==> src/rtl/bus_trig_pkg.sv <==
package bus_trig_pkg;
  typedef enum logic [1:0] {
    XFER_WORD = 2'd0,
    XFER_LO   = 2'd1,
    XFER_HI   = 2'd2,
    XFER_BAD  = 2'd3
  } xfer_e;

  typedef enum logic [1:0] {
    QUAL_ANY  = 2'd0,
    QUAL_WORD = 2'd1,
    QUAL_BYTE = 2'd2,
    QUAL_OFF  = 2'd3
  } qual_e;

  localparam logic [2:0] REG_ADDR_VAL = 3'd0;
  localparam logic [2:0] REG_ADDR_DC  = 3'd1;
  localparam logic [2:0] REG_LANES    = 3'd2;
  localparam logic [2:0] REG_QUAL     = 3'd3;
  localparam logic [2:0] REG_CLEAR    = 3'd4;

  // transfer size permitted by the qualifier
  function automatic logic size_allowed(qual_e q, xfer_e s);
    case (q)
      QUAL_ANY:  return s != XFER_BAD;
      QUAL_WORD: return s == XFER_WORD;
      QUAL_BYTE: return (s == XFER_LO) || (s == XFER_HI);
      default:   return 1'b0;
    endcase
  endfunction
endpackage

==> src/rtl/bus_trig_regs.sv <==
module bus_trig_regs
  import bus_trig_pkg::*;
#(
  parameter int ADDR_W = 24,
  parameter int LANE_W = 8,
  parameter int CFG_W  = 32
) (
  input  logic                       clk,
  input  logic                       rst_n,
  input  logic                       cfg_we,
  input  logic [2:0]                 cfg_addr,
  input  logic [CFG_W-1:0]           cfg_wdata,
  output logic [ADDR_W-1:0]          addr_val,
  output logic [ADDR_W-1:0]          addr_dc,
  output logic [1:0][LANE_W-1:0]     lane_val,
  output logic [1:0][LANE_W-1:0]     lane_dc,
  output qual_e                      qual,
  output logic                       clr_pulse
);
  localparam int LANES_W = 4 * LANE_W;

  logic [CFG_W-1:0] lanes_raw;

  always_ff @(posedge clk or negedge rst_n) begin
    if (!rst_n) begin
      addr_val  <= '0;
      addr_dc   <= '1;
      lanes_raw <= {{(2*LANE_W){1'b1}}, {(CFG_W-2*LANE_W){1'b0}}};
      qual      <= QUAL_OFF;
    end else if (cfg_we) begin
      case (cfg_addr)
        REG_ADDR_VAL: addr_val  <= cfg_wdata[ADDR_W-1:0];
        REG_ADDR_DC:  addr_dc   <= cfg_wdata[ADDR_W-1:0];
        REG_LANES:    lanes_raw <= cfg_wdata;
        REG_QUAL:     qual      <= qual_e'(cfg_wdata[1:0]);
        default: ;
      endcase
    end
  end

  assign lane_val[0] = lanes_raw[LANE_W-1:0];
  assign lane_val[1] = lanes_raw[2*LANE_W-1:LANE_W];
  assign lane_dc[0]  = lanes_raw[3*LANE_W-1:2*LANE_W];
  assign lane_dc[1]  = lanes_raw[LANES_W-1:3*LANE_W];
  assign clr_pulse   = cfg_we && (cfg_addr == REG_CLEAR);
endmodule

==> src/rtl/bus_trig_match.sv <==
module bus_trig_match
  import bus_trig_pkg::*;
#(
  parameter int ADDR_W = 24,
  parameter int LANE_W = 8
) (
  input  logic [ADDR_W-1:0]      smp_addr,
  input  logic [1:0][LANE_W-1:0] smp_data,
  input  xfer_e                  xfer,
  input  logic [ADDR_W-1:0]      addr_val,
  input  logic [ADDR_W-1:0]      addr_dc,
  input  logic [1:0][LANE_W-1:0] lane_val,
  input  logic [1:0][LANE_W-1:0] lane_dc,
  input  qual_e                  qual,
  output logic                   addr_hit,
  output logic [1:0]             lane_hit,
  output logic                   size_ok,
  output logic                   hit
);
  function automatic logic addr_eq(logic [ADDR_W-1:0] a, logic [ADDR_W-1:0] p,
                                   logic [ADDR_W-1:0] dc);
    return ((a ^ p) & ~dc) == '0;
  endfunction

  function automatic logic lane_eq(logic [LANE_W-1:0] a, logic [LANE_W-1:0] p,
                                   logic [LANE_W-1:0] dc);
    return ((a ^ p) & ~dc) == '0;
  endfunction

  assign addr_hit = addr_eq(smp_addr, addr_val, addr_dc);

  for (genvar g = 0; g < 2; g++) begin : g_lane
    assign lane_hit[g] = lane_eq(smp_data[g], lane_val[g], lane_dc[g]);
  end

  logic data_ok;
  always_comb begin
    case (xfer)
      XFER_WORD: data_ok = &lane_hit;
      XFER_LO:   data_ok = lane_hit[0];
      XFER_HI:   data_ok = lane_hit[1];
      default:   data_ok = 1'b0;
    endcase
  end

  assign size_ok = size_allowed(qual, xfer);
  assign hit     = addr_hit && data_ok && size_ok;
endmodule

==> src/rtl/bus_trig.sv <==
module bus_trig
  import bus_trig_pkg::*;
#(
  parameter int ADDR_W = 24,
  parameter int LANE_W = 8,
  parameter int CFG_W  = 32
) (
  input  logic                clk,
  input  logic                rst_n,
  input  logic                cfg_we,
  input  logic [2:0]          cfg_addr,
  input  logic [CFG_W-1:0]    cfg_wdata,
  input  logic                smp_vld,
  input  logic [ADDR_W-1:0]   smp_addr,
  input  logic [2*LANE_W-1:0] smp_data,
  input  logic [1:0]          smp_xfer,
  output logic                trig_o
);
  logic [ADDR_W-1:0]      addr_val, addr_dc;
  logic [1:0][LANE_W-1:0] lane_val, lane_dc;
  qual_e                  qual;
  logic                   clr_pulse;
  logic                   addr_hit, size_ok, hit;
  logic [1:0]             lane_hit;
  logic                   strobe_hit;
  logic                   trig_q;

  bus_trig_regs #(.ADDR_W(ADDR_W), .LANE_W(LANE_W), .CFG_W(CFG_W)) u_regs (
    .clk(clk), .rst_n(rst_n), .cfg_we(cfg_we), .cfg_addr(cfg_addr),
    .cfg_wdata(cfg_wdata), .addr_val(addr_val), .addr_dc(addr_dc),
    .lane_val(lane_val), .lane_dc(lane_dc), .qual(qual), .clr_pulse(clr_pulse)
  );

  bus_trig_match #(.ADDR_W(ADDR_W), .LANE_W(LANE_W)) u_match (
    .smp_addr(smp_addr), .smp_data(smp_data), .xfer(xfer_e'(smp_xfer)),
    .addr_val(addr_val), .addr_dc(addr_dc), .lane_val(lane_val),
    .lane_dc(lane_dc), .qual(qual), .addr_hit(addr_hit),
    .lane_hit(lane_hit), .size_ok(size_ok), .hit(hit)
  );

  assign strobe_hit = smp_vld && hit;

  // a match in the clearing cycle wins
  always_ff @(posedge clk or negedge rst_n) begin
    if (!rst_n)          trig_q <= 1'b0;
    else if (strobe_hit) trig_q <= 1'b1;
    else if (clr_pulse)  trig_q <= 1'b0;
  end

  assign trig_o = trig_q;
endmodule

==> config.mk <==
export PLATFORM = sky130hd
export DESIGN_NAME = bus_trig
export DESIGN_NICKNAME = d
export VERILOG_FILES = /design/src/rtl/bus_trig_pkg.sv /design/src/rtl/bus_trig_regs.sv /design/src/rtl/bus_trig_match.sv /design/src/rtl/bus_trig.sv
export SDC_FILE = /design/constraint.sdc
export NUM_CORES = 1
export LEC_CHECK = 0
export BUFFER_PORTS_ARGS = -buffer_cell sky130_fd_sc_hd__buf_4
export CAP_MARGIN = 20
export CORE_MARGIN = 2
export CORE_UTILIZATION = 40
export DETAILED_ROUTE_END_ITERATION = 16
export SYNTH_ARGS = -nofsm -noshare
export SYNTH_HDL_FRONTEND = slang
export SYNTH_SLANG_ARGS = --single-unit
==> constraint.sdc <==
create_clock -name clk -period 4.6 [get_ports clk]
set_input_delay 0.46 -clock clk [delete_from_list [all_inputs] [get_ports clk]]
set_output_delay 0.46 -clock clk [all_outputs]
set_load 0.05 [all_outputs]
==> impl_metrics.csv, run 1 <==
group,metric,value,unit
timing,period_share,0.386,
logic_synthesis,yosys-top-cells-area,"dfstp_2, dfrtp_1, mux2_2",
global_routing,grt_overflow,0,
power,combPwrFrac,0.199,
floorplan,ioPinCount,82,
power,p_leak,0.00200,uW
power,switchingPower,496,uW
cts,clk_pin_slew,80,ps
logic_synthesis,ys_ff_latch,83,
logic_synthesis,synthCells,263,
cts,cts.sinks,83,
min_path,min-delay-start,"cfg_wdata[30]",
floorplan,die_h,101,um
critical_path,reg2reg_from,"u_regs.addr_val[17]$_DFFE_PN0P_",
detailed_routing,finalWirelength,7.74,mm
critical_path,path_class,"flip-flop to flip-flop",
timing,fmax,0.563,GHz
critical_path,reg2reg_slack,2820,ps
timing,final.setup.tns,0,ps
timing,worst_pin_slew,442,ps
logic_synthesis,yosysSeqAreaShare,0.562,
logic_synthesis,yosysTopAreaCell,"dfstp_2",
timing,period_needed,1780,ps
timing,final.setup_skew,7.13,ps
cts,cts_max_path_buffers,2,
detailed_routing,vias,2315,
cts,post_cts_buffers,0,
placement,port_buffers,81,
floorplan,dieArea,10300,sq um
logic_synthesis,yosys.cell_count.top_type,"mux2_2",
final_layout,area_growth,27.6,%
final_layout,n_antenna_cell,0,
logic_synthesis,syn_nets,349,
critical_path,worst-path-max-fanout,2,
logic_synthesis,syn-cell-area,3790,sq um
floorplan,die_w,101,um
floorplan,initial_utilization,0.412,
logic_synthesis,synth.avg_cell_area,14.4,sq um
final_layout,design_area,4830,sq um
placement,place_congestion,0.715,
min_path,holdPathEnd,"u_regs.lanes_raw[30]$_DFFE_PN1P_",
logic_synthesis,async_reset_ff_frac,1.00,
timing,rsz0062_at_grt,"false",
cts,cts_root_buf,"clkbuf_8",
detailed_routing,drc,0,
final_layout,nNetsFinal,437,
cts,clock_latency,340,ps
timing,slew_violations,0,
placement,placed_area,4550,sq um
detailed_routing,wl_per_cell,16.6,um
detailed_routing,dr.pass1.iters,4,
detailed_routing,drt-vias-per-instance,4.96,
global_routing,grt_use_total,0.164,
power,max-vdd-ir-drop,241,uV
critical_path,required,4880,ps
critical_path,r2r_end,"trig_o$_DFFE_PN0P_",
power,p_int,1590,uW
global_routing,grt_pass1_vias,2444,
min_path,hold_class,"input port to flip-flop",
critical_path,reg2reg_depth,5,
cts,cts_tree,"done",
final_layout,multiInputGateArea,1650,sq um
logic_synthesis,synth_cell_types,23,
final_layout,seq_area,2130,sq um
timing,setup-violations-final,0,
critical_path,setup.worst_path.end_class,"flip-flop",
run_status,status,"finished clean",
logic_synthesis,netlist_top_cells_count,"mux2_2, dfstp_2, dfrtp_1",
job,cap_violations,0,
placement,hpwl,5.58,mm
power,power_per_cell_area,432,nW/um^2
cts,ctsResizeCount,0,
cts,cts_buffers,9,
timing,final_hold_viol_count,0,
logic_synthesis,yosysWarnings,0,
global_routing,antenna_found_initial,0,
logic_synthesis,synth-main-ff-cell,"dfstp_2",
final_layout,fill_cells,852,
critical_path,crit_path_start_kind,"flip-flop",
timing,relSlewSlack,0.705,
logic_synthesis,yosys.area.top_type_share,0.291,
detailed_routing,ant_nets,0,
power,p_seq_frac,0.500,
floorplan,num_rows,35,
global_routing,grt_pass1_wl,12.7,mm
power,pwr-share-clk,0.301,
critical_path,cp_data_arrival_time,2060,ps
detailed_routing,dr.first_iter.drc_count,70,
min_path,hold_path_depth,2,
global_routing,grt_max_degree,84,
power,switching_share,0.238,
floorplan,core_area,9200,sq um
cts,htree_levels,3,
cts,postCtsHoldBufs,0,
logic_synthesis,synth-edff-count,0,
final_layout,drive_gt1_frac,0.629,
==> critical path, stage by stage, from the launching register on <==
cell	delay, ps
dfrtp_1	400
xnor2_1	170
o22ai_1	110
or4_1	530
nor4_1	310
a32o_1	200
==> routing by layer <==
metal  GRT usage  share of wire  vias to the layer above
li1            -              -                     1116
met1       0.213           0.45                     1149
met2       0.273           0.50                       42
met3      0.0421          0.038                        8
met4      0.0468          0.011                        0
met5           0              0                        -
==> through the flow <==
stage / power [uW] / worst slack, ps / instances / hold slack, ps / util
floorplan: 1310 / 2910 / 263 / 164 / -
global placement: 1460 / 2690 / 449 / 500 / 0.495
detailed placement: 1480 / 2670 / 449 / 517 / 0.495
CTS: 2110 / 2800 / 465 / 314 / 0.521
global route: 2210 / 2670 / 467 / 325 / 0.525
finish: 2090 / 2820 / 467 / 342 / 0.525
==> logic make-up after synthesis <==
kind of cell,synth area share
muxes,0.244
buffers and inverters,0.0132
and+or+nand+nor,0.0294
AOI/OAI and AO/OA,0.0420
xor gates and xnor gates,0.0925
adders and majority gates,0.0165
DFF,0.562
==> power by group through the flow <==
stage | logic (uW) | registers [uW] | clock network (uW)
after floorplan | 285 | 1030 | 0
after global placement | 410 | 1050 | 0
after detailed placement | 418 | 1060 | 0
after CTS | 420 | 1050 | 648
after global routing | 459 | 1070 | 680
final | 414 | 1040 | 628
==> flip-flops by register name, indices dropped and copies added (netlist names) <==
name and cells:
u_regs.lanes_raw 32, u_regs.addr_dc 24, u_regs.addr_val 24, u_regs.qual 2, trig_o 1
==> worst max-delay path by stage <==
stage,end,slack [ps],startpoint,depth (start not counted)
after detailed placement,trig_o$_DFFE_PN0P_,2670,smp_addr[8],6
after global placement,trig_o$_DFFE_PN0P_,2690,smp_addr[17],6
after CTS,trig_o$_DFFE_PN0P_,2800,u_regs.addr_val[17]$_DFFE_PN0P_,5
final,trig_o$_DFFE_PN0P_,2820,u_regs.addr_val[17]$_DFFE_PN0P_,5
after global routing,trig_o$_DFFE_PN0P_,2670,u_regs.lanes_raw[3]$_DFFE_PN0P_,6
after floorplan,u_regs.addr_val[10]$_DFFE_PN0P_,2910,cfg_addr[1],3
==> cell usage in the layout, fill, tap and decap left out, types with 2 or more instances in the layout <==
| cell | count |
|---|---|
| o22ai_1 | 20 |
| ha_1 | 5 |
| bufinv_16 | 3 |
| a21oi_1 | 2 |
| nor4_1 | 3 |
| or4_1 | 2 |
| inv_1 | 2 |
| clkbuf_8 | 10 |
| mux2_1 | 2 |
| dfrtp_1 | 41 |
| clkbuf_1 | 2 |
| nand2_1 | 2 |
| dfstp_2 | 42 |
| nor4bb_4 | 2 |
| nor2_1 | 4 |
| mux2_2 | 80 |
| xnor2_1 | 40 |
| buf_4 | 84 |
==> final cells by class <==
class / count / area share
clock buffer: 12 / 0.0300
inverter: 2 / 0.00155
multi-input combinational: 169 / 0.340
timing repair buffer: 86 / 0.138
clock inverter: 4 / 0.0202
tap: 111 / 0.0287
sequential: 83 / 0.441
No activity file was read; power rests on OpenSTA's default activity.
==> inputs of run 2 (changes only) <==
clock period = 1.65 ns   (was 4.6 ns; I/O delays follow)
==> run 2 against run 1 <==
Compared with the run above:
- the flow now finishes with violations (negative setup slack)
- sequential share of layout area did not move
- routed wire length grew 1.2%
- sequential cell count unchanged
- first-iteration DRC count shrank 5.7%
- power grew to 2.7 times the previous value
- non-clock buffer count grew 1
- via count increased by 1.8%
- critical endpoint unchanged
- largest cell class unchanged
==> impl_metrics.csv, run 2 (synthesis results as in run 1) <==
group,metric,value,unit
timing,slew_violations,0,
timing,final_hold_viol_count,0,
power,p_seq_frac,0.525,
placement,port_buffers,81,
final_layout,finalNonFillerCells,468,
final_layout,fill_cells,806,
detailed_routing,vias,2356,
detailed_routing,dr.pass1.iters,4,
detailed_routing,dr.first_iter.drc_count,66,
critical_path,setup.worst_path.end_class,"flip-flop",
cts,cts_max_path_buffers,2,
power,power_per_cell_area,1150,nW/um^2
final_layout,area_growth,27.6,%
final_layout,drive_gt1_frac,0.644,
cts,cts_root_buf,"clkbuf_8",
timing,final.setup.tns,-51.1,ps
floorplan,die_h,101,um
critical_path,cpMaxStageDelayCell,"or4_4",
power,switchingPower,1410,uW
timing,fmax,0.588,GHz
timing,rsz0062_at_grt,"true",
final_layout,multiInputGateArea,1670,sq um
timing,relSlewSlack,0.705,
final_layout,largest_reg_flops,32,
detailed_routing,ant_nets,0,
final_layout,regMostFlops,"u_regs.lanes_raw",
power,power,5540,uW
placement,place_congestion,0.717,
run_status,violations,"negative setup slack",
critical_path,worstPathCellList,"xnor2_1 > o22ai_1 > or4_4 > nor4_2 > a32o_1",
critical_path,cp_data_arrival_time,1990,ps
power,pwr-share-clk,0.261,
placement,hpwl,5.68,mm
cts,clock_latency,350,ps
global_routing,grt_use_total,0.167,
critical_path,required,1930,ps
cts,cts.sinks,83,
floorplan,die_w,101,um
global_routing,antenna_found_initial,0,
global_routing,grt_overflow,0,
final_layout,nNetsFinal,438,
power,p_leak,0.00200,uW
floorplan,initial_utilization,0.412,
power,switching_share,0.255,
run_status,status,"finished with violations",
final_layout,largestRegisters,"u_regs.lanes_raw x32, u_regs.addr_dc x24, u_regs.addr_val x24",
critical_path,max_stage_delay,540,ps
global_routing,grt_pass1_wl,12.8,mm
timing,period_share,1.03,
final_layout,n_antenna_cell,0,
global_routing,grt_pass1_vias,2510,
timing,period_needed,1700,ps
power,combPwrFrac,0.214,
critical_path,crit_path_start_kind,"flip-flop",
job,cap_violations,0,
critical_path,path_class,"flip-flop to flip-flop",
detailed_routing,drc,0,
timing,setup_slack,-51.1,ps
detailed_routing,wl_per_cell,16.7,um
cts,cts_buffers,9,
cts,cts_tree,"done",
cts,clk_pin_slew,90,ps
final_layout,utilization,0.525,
detailed_routing,finalWirelength,7.83,mm
critical_path,worst-path-max-fanout,2,
timing,worst_pin_slew,442,ps
final_layout,final_common_cell,"buf_4",
power,max-vdd-ir-drop,467,uV
timing,setup-violations-final,1,
power,p_int,4130,uW
global_routing,grt_max_degree,84,
floorplan,ioPinCount,82,
final_layout,layout_common_cells,"buf_4, mux2_2, dfstp_2",
floorplan,dieArea,10300,sq um
floorplan,core_area,9200,sq um
floorplan,num_rows,35,
timing,final.setup_skew,9.59,ps
placement,dpl.cell_count,451,
cts,htree_levels,3,
placement,place_ws,-105,ps
min_path,hold_class,"input port to flip-flop",
final_layout,seq_area,2130,sq um
detailed_routing,drt-vias-per-instance,5.03,
## run 2: changes by cell type in the layout (fill, tap and decap cells not counted), moves of 2 or more
cell and delta:
nor4_2 +2, buf_12 +3, clkinv_2 +3, nor4_1 -2, bufinv_16 -2
## run 2: worst max-delay path, delay by kind of cell (launching register included)
kind	cells	cell delay, ps
flip-flops	1	400
AND/OR/NAND/NOR	2	810
XOR/XNOR	1	150
AO/OA/AOI/OAI	2	280
## run 2: final timing paths
path                                           startpoint                                to  slack [ps]  cells past startpoint
max reg2reg                u_regs.addr_val[8]$_DFFE_PN0P_                trig_o$_DFFE_PN0P_         -50                      5
max in group asynchronous                           rst_n  u_regs.lanes_raw[22]$_DFFE_PN1P_         890                      3
min                                          cfg_wdata[7]   u_regs.lanes_raw[7]$_DFFE_PN0P_          40                      2
min reg2reg                            trig_o$_DFFE_PN0P_                trig_o$_DFFE_PN0P_         510                      1
max                        u_regs.addr_val[8]$_DFFE_PN0P_                trig_o$_DFFE_PN0P_         -50                      5
min in group asynchronous                           rst_n    u_regs.addr_val[4]$_DFFE_PN0P_         360                      3
## run 2: layer usage
metal	global-route usage	share of wire	vias up
li1	-	-	1130
met1	0.226	0.46	1174
met4	0.0811	0.018	0
met5	0	0	-
met3	0.0290	0.034	10
met2	0.260	0.48	42
## run 2: cell type report
cell class	count	area share
inverters	2	0.00155
well taps	111	0.0287
multi-input cells	169	0.345
clock buffers	11	0.0293
clock inverters	5	0.0109
repair buffers	87	0.143
flip-flops and latches	83	0.441
## run 2: what timing repair did
| item | 4_1_cts | 5_1_grt |
|---|---|---|
| hold endpoints to repair | 41 | 0 |
| pin swaps | 2 | 1 |
| endpoints found under the setup margin | 1 | 1 |
| setup buffers | 0 | 0 |
| resized for setup | 2 | 2 |
| hold buffers | 1 | 0 |
## run 2: metrics by stage
step	hold slack [ps]	area, sq um
2_1_floorplan	-131	3790
3_3_place_gp	226	4600
3_5_place_dp	233	4600
4_1_cts	26.5	4820
5_1_grt	23.4	4830
6_report	39.1	4830
## run 2: power by group through the flow
stage / registers [uW] / clock network, uW / logic [uW]
2_1_floorplan: 2870 / 0 / 795
3_3_place_gp: 2930 / 0 / 1150
3_5_place_dp: 2950 / 0 / 1170
4_1_cts: 2920 / 1490 / 1190
5_1_grt: 2980 / 1590 / 1300
6_report: 2910 / 1450 / 1180
==> inputs of run 3 (changes only) <==
MAX_ROUTING_LAYER = met4   (was not set)
PLACE_DENSITY_LB_ADDON = 0.25   (was not set)
==> run 3 against run 2 <==
Compared with the run above:
- the run still ends with negative setup slack left
- critical endpoint unchanged
- clock-buffer cell count increased by 3
- critical path type unchanged
- cell count grew 0.21%
- sequential cell count is the same
- combinational power hardly changed
- core utilization increased by 0.20 points
- hold slack better by 18 ps
==> impl_metrics.csv, run 3 (synthesis results as in run 1) <==
group,metric,value,unit
final_layout,largestRegisters,"u_regs.lanes_raw x32, u_regs.addr_dc x24, u_regs.addr_val x24",
placement,place_congestion,0.717,
critical_path,worstPathCellList,"xnor2_1 > o22ai_1 > or4_4 > nor4_4 > a32o_1",
critical_path,required,1930,ps
timing,worst_pin_slew,425,ps
cts,htree_levels,3,
detailed_routing,dr.pass1.iters,4,
detailed_routing,drt-vias-per-instance,5.06,
timing,setup-violations-final,1,
power,max-vdd-ir-drop,430,uV
final_layout,layout_common_cells,"buf_4, mux2_2, dfstp_2",
cts,clk_pin_slew,80,ps
final_layout,n_antenna_cell,0,
critical_path,setup.worst_path.end_class,"flip-flop",
critical_path,cp_data_arrival_time,1970,ps
run_status,violations,"negative setup slack",
timing,rsz0062_at_grt,"true",
critical_path,cpMaxStageDelayCell,"or4_4",
timing,slew_violations,0,
detailed_routing,wl_met2,3.94,mm
global_routing,grt_max_degree,37,
timing,relSlewSlack,0.717,
detailed_routing,wl_per_cell,16.4,um
detailed_routing,route.met3.wl,248,um
cts,cts_max_path_buffers,2,
detailed_routing,drc,0,
detailed_routing,top_layer,"met4",
timing,final_hold_viol_count,0,
floorplan,core_area,9200,sq um
global_routing,grt_use_total,0.167,
detailed_routing,finalWirelength,7.70,mm
floorplan,dieArea,10300,sq um
timing,setup_slack,-41.9,ps
global_routing,grt_pass1_wl,12.5,mm
placement,port_buffers,81,
final_layout,largest_reg_flops,32,
placement,hpwl,5.71,mm
timing,period_share,1.03,
final_layout,regMostFlops,"u_regs.lanes_raw",
timing,period_needed,1690,ps
power,power_per_cell_area,1140,nW/um^2
final_layout,area_growth,28.1,%
critical_path,worst-path-max-fanout,2,
critical_path,max_stage_delay,560,ps
floorplan,initial_utilization,0.412,
cts,clock_latency,340,ps
detailed_routing,drt-met1-wl,3.40,mm
detailed_routing,ant_nets,0,
timing,final.setup_skew,7.14,ps
cts,cts_buffers,9,
cts,cts_root_buf,"clkbuf_8",
min_path,hold_class,"input port to flip-flop",
final_layout,nNetsFinal,439,
critical_path,path_class,"flip-flop to flip-flop",
cts,cts.sinks,83,
final_layout,final_common_cell,"buf_4",
detailed_routing,dr.first_iter.drc_count,69,
global_routing,grt_pass1_vias,2528,
timing,final.setup.tns,-41.9,ps
detailed_routing,vias,2372,
final_layout,drive_gt1_frac,0.634,
power,p_leak,0.00200,uW
cts,cts_tree,"done",
timing,timing.hold.ws,57.3,ps
critical_path,crit_path_start_kind,"flip-flop",
run_status,status,"finished with violations",
floorplan,die_w,101,um
global_routing,antenna_found_initial,0,
timing,fmax,0.591,GHz
floorplan,num_rows,35,
job,cap_violations,0,
floorplan,die_h,101,um
floorplan,ioPinCount,82,
global_routing,grt_overflow,0,
run 3: final cells by class:
cell class	instances	area [sq um]
clock buffer	14	163
inverter	2	7.51
clock inverter	2	35.0
multi-input combinational	169	1660
tap	111	139
sequential	83	2130
timing repair buffer	88	713
fill	797	4350
run 3: layer usage:
layer,vias up,track usage
li1,1129,-
met1,1190,0.211
met2,44,0.272
met3,9,0.0255
met4,0,0.0655
met5,-,-
run 3: path summary, 6_finish.rpt:
kind,from,end,slack (ps),cells past startpoint
worst max-delay path,u_regs.addr_val[8]$_DFFE_PN0P_,trig_o$_DFFE_PN0P_,-40,5
worst min-delay path,cfg_wdata[30],u_regs.lanes_raw[30]$_DFFE_PN1P_,60,2
worst max register to register,u_regs.addr_val[8]$_DFFE_PN0P_,trig_o$_DFFE_PN0P_,-40,5
worst min register to register,trig_o$_DFFE_PN0P_,trig_o$_DFFE_PN0P_,510,1
max in group asynchronous,rst_n,u_regs.addr_dc[21]$_DFFE_PN1P_,700,3
min in group asynchronous,rst_n,u_regs.addr_val[18]$_DFFE_PN0P_,300,2
run 3: worst max-delay path, delay by kind of cell, from the launching register on:
family                    cells  cell delay [ps]
and+or+nand+nor               2              830
DFF                           1              390
AOI/OAI and AO/OA             2              280
xor gates and xnor gates      1              140
run 3: repair_timing:
action / in CTS / in global routing
pin swaps: 9 / 5
resized for setup: 1 / 2
cloned: 0 / 0
setup endpoints to repair: 1 / 1
endpoints found under the hold margin: 16 / 0
buffers inserted: 1 / 0
hold buffers: 1 / 0
run 3: per-stage QoR:
step                      total power (uW)  instance area, sq um  worst slack [ps]  std cells  utilization
final                                 5550                  4850             -41.9        469        0.527
after global routing                  5870                  4850              -108        469        0.527
after CTS                             5620                  4840             -68.1        469        0.526
after detailed placement              4130                  4620              -122        451        0.502
after global placement                4080                  4620             -44.5        451        0.502
after floorplan                       3670                  3790              48.9        263            -
run 3: where the power goes:
part           switching, uW  total (uW)  internal [uW]  leakage (uW)
sequential               263        2900           2640      0.000935
clock                    671        1450            783      0.000101
combinational            431        1190            756      0.000967
total                   1360        5550           4180       0.00200
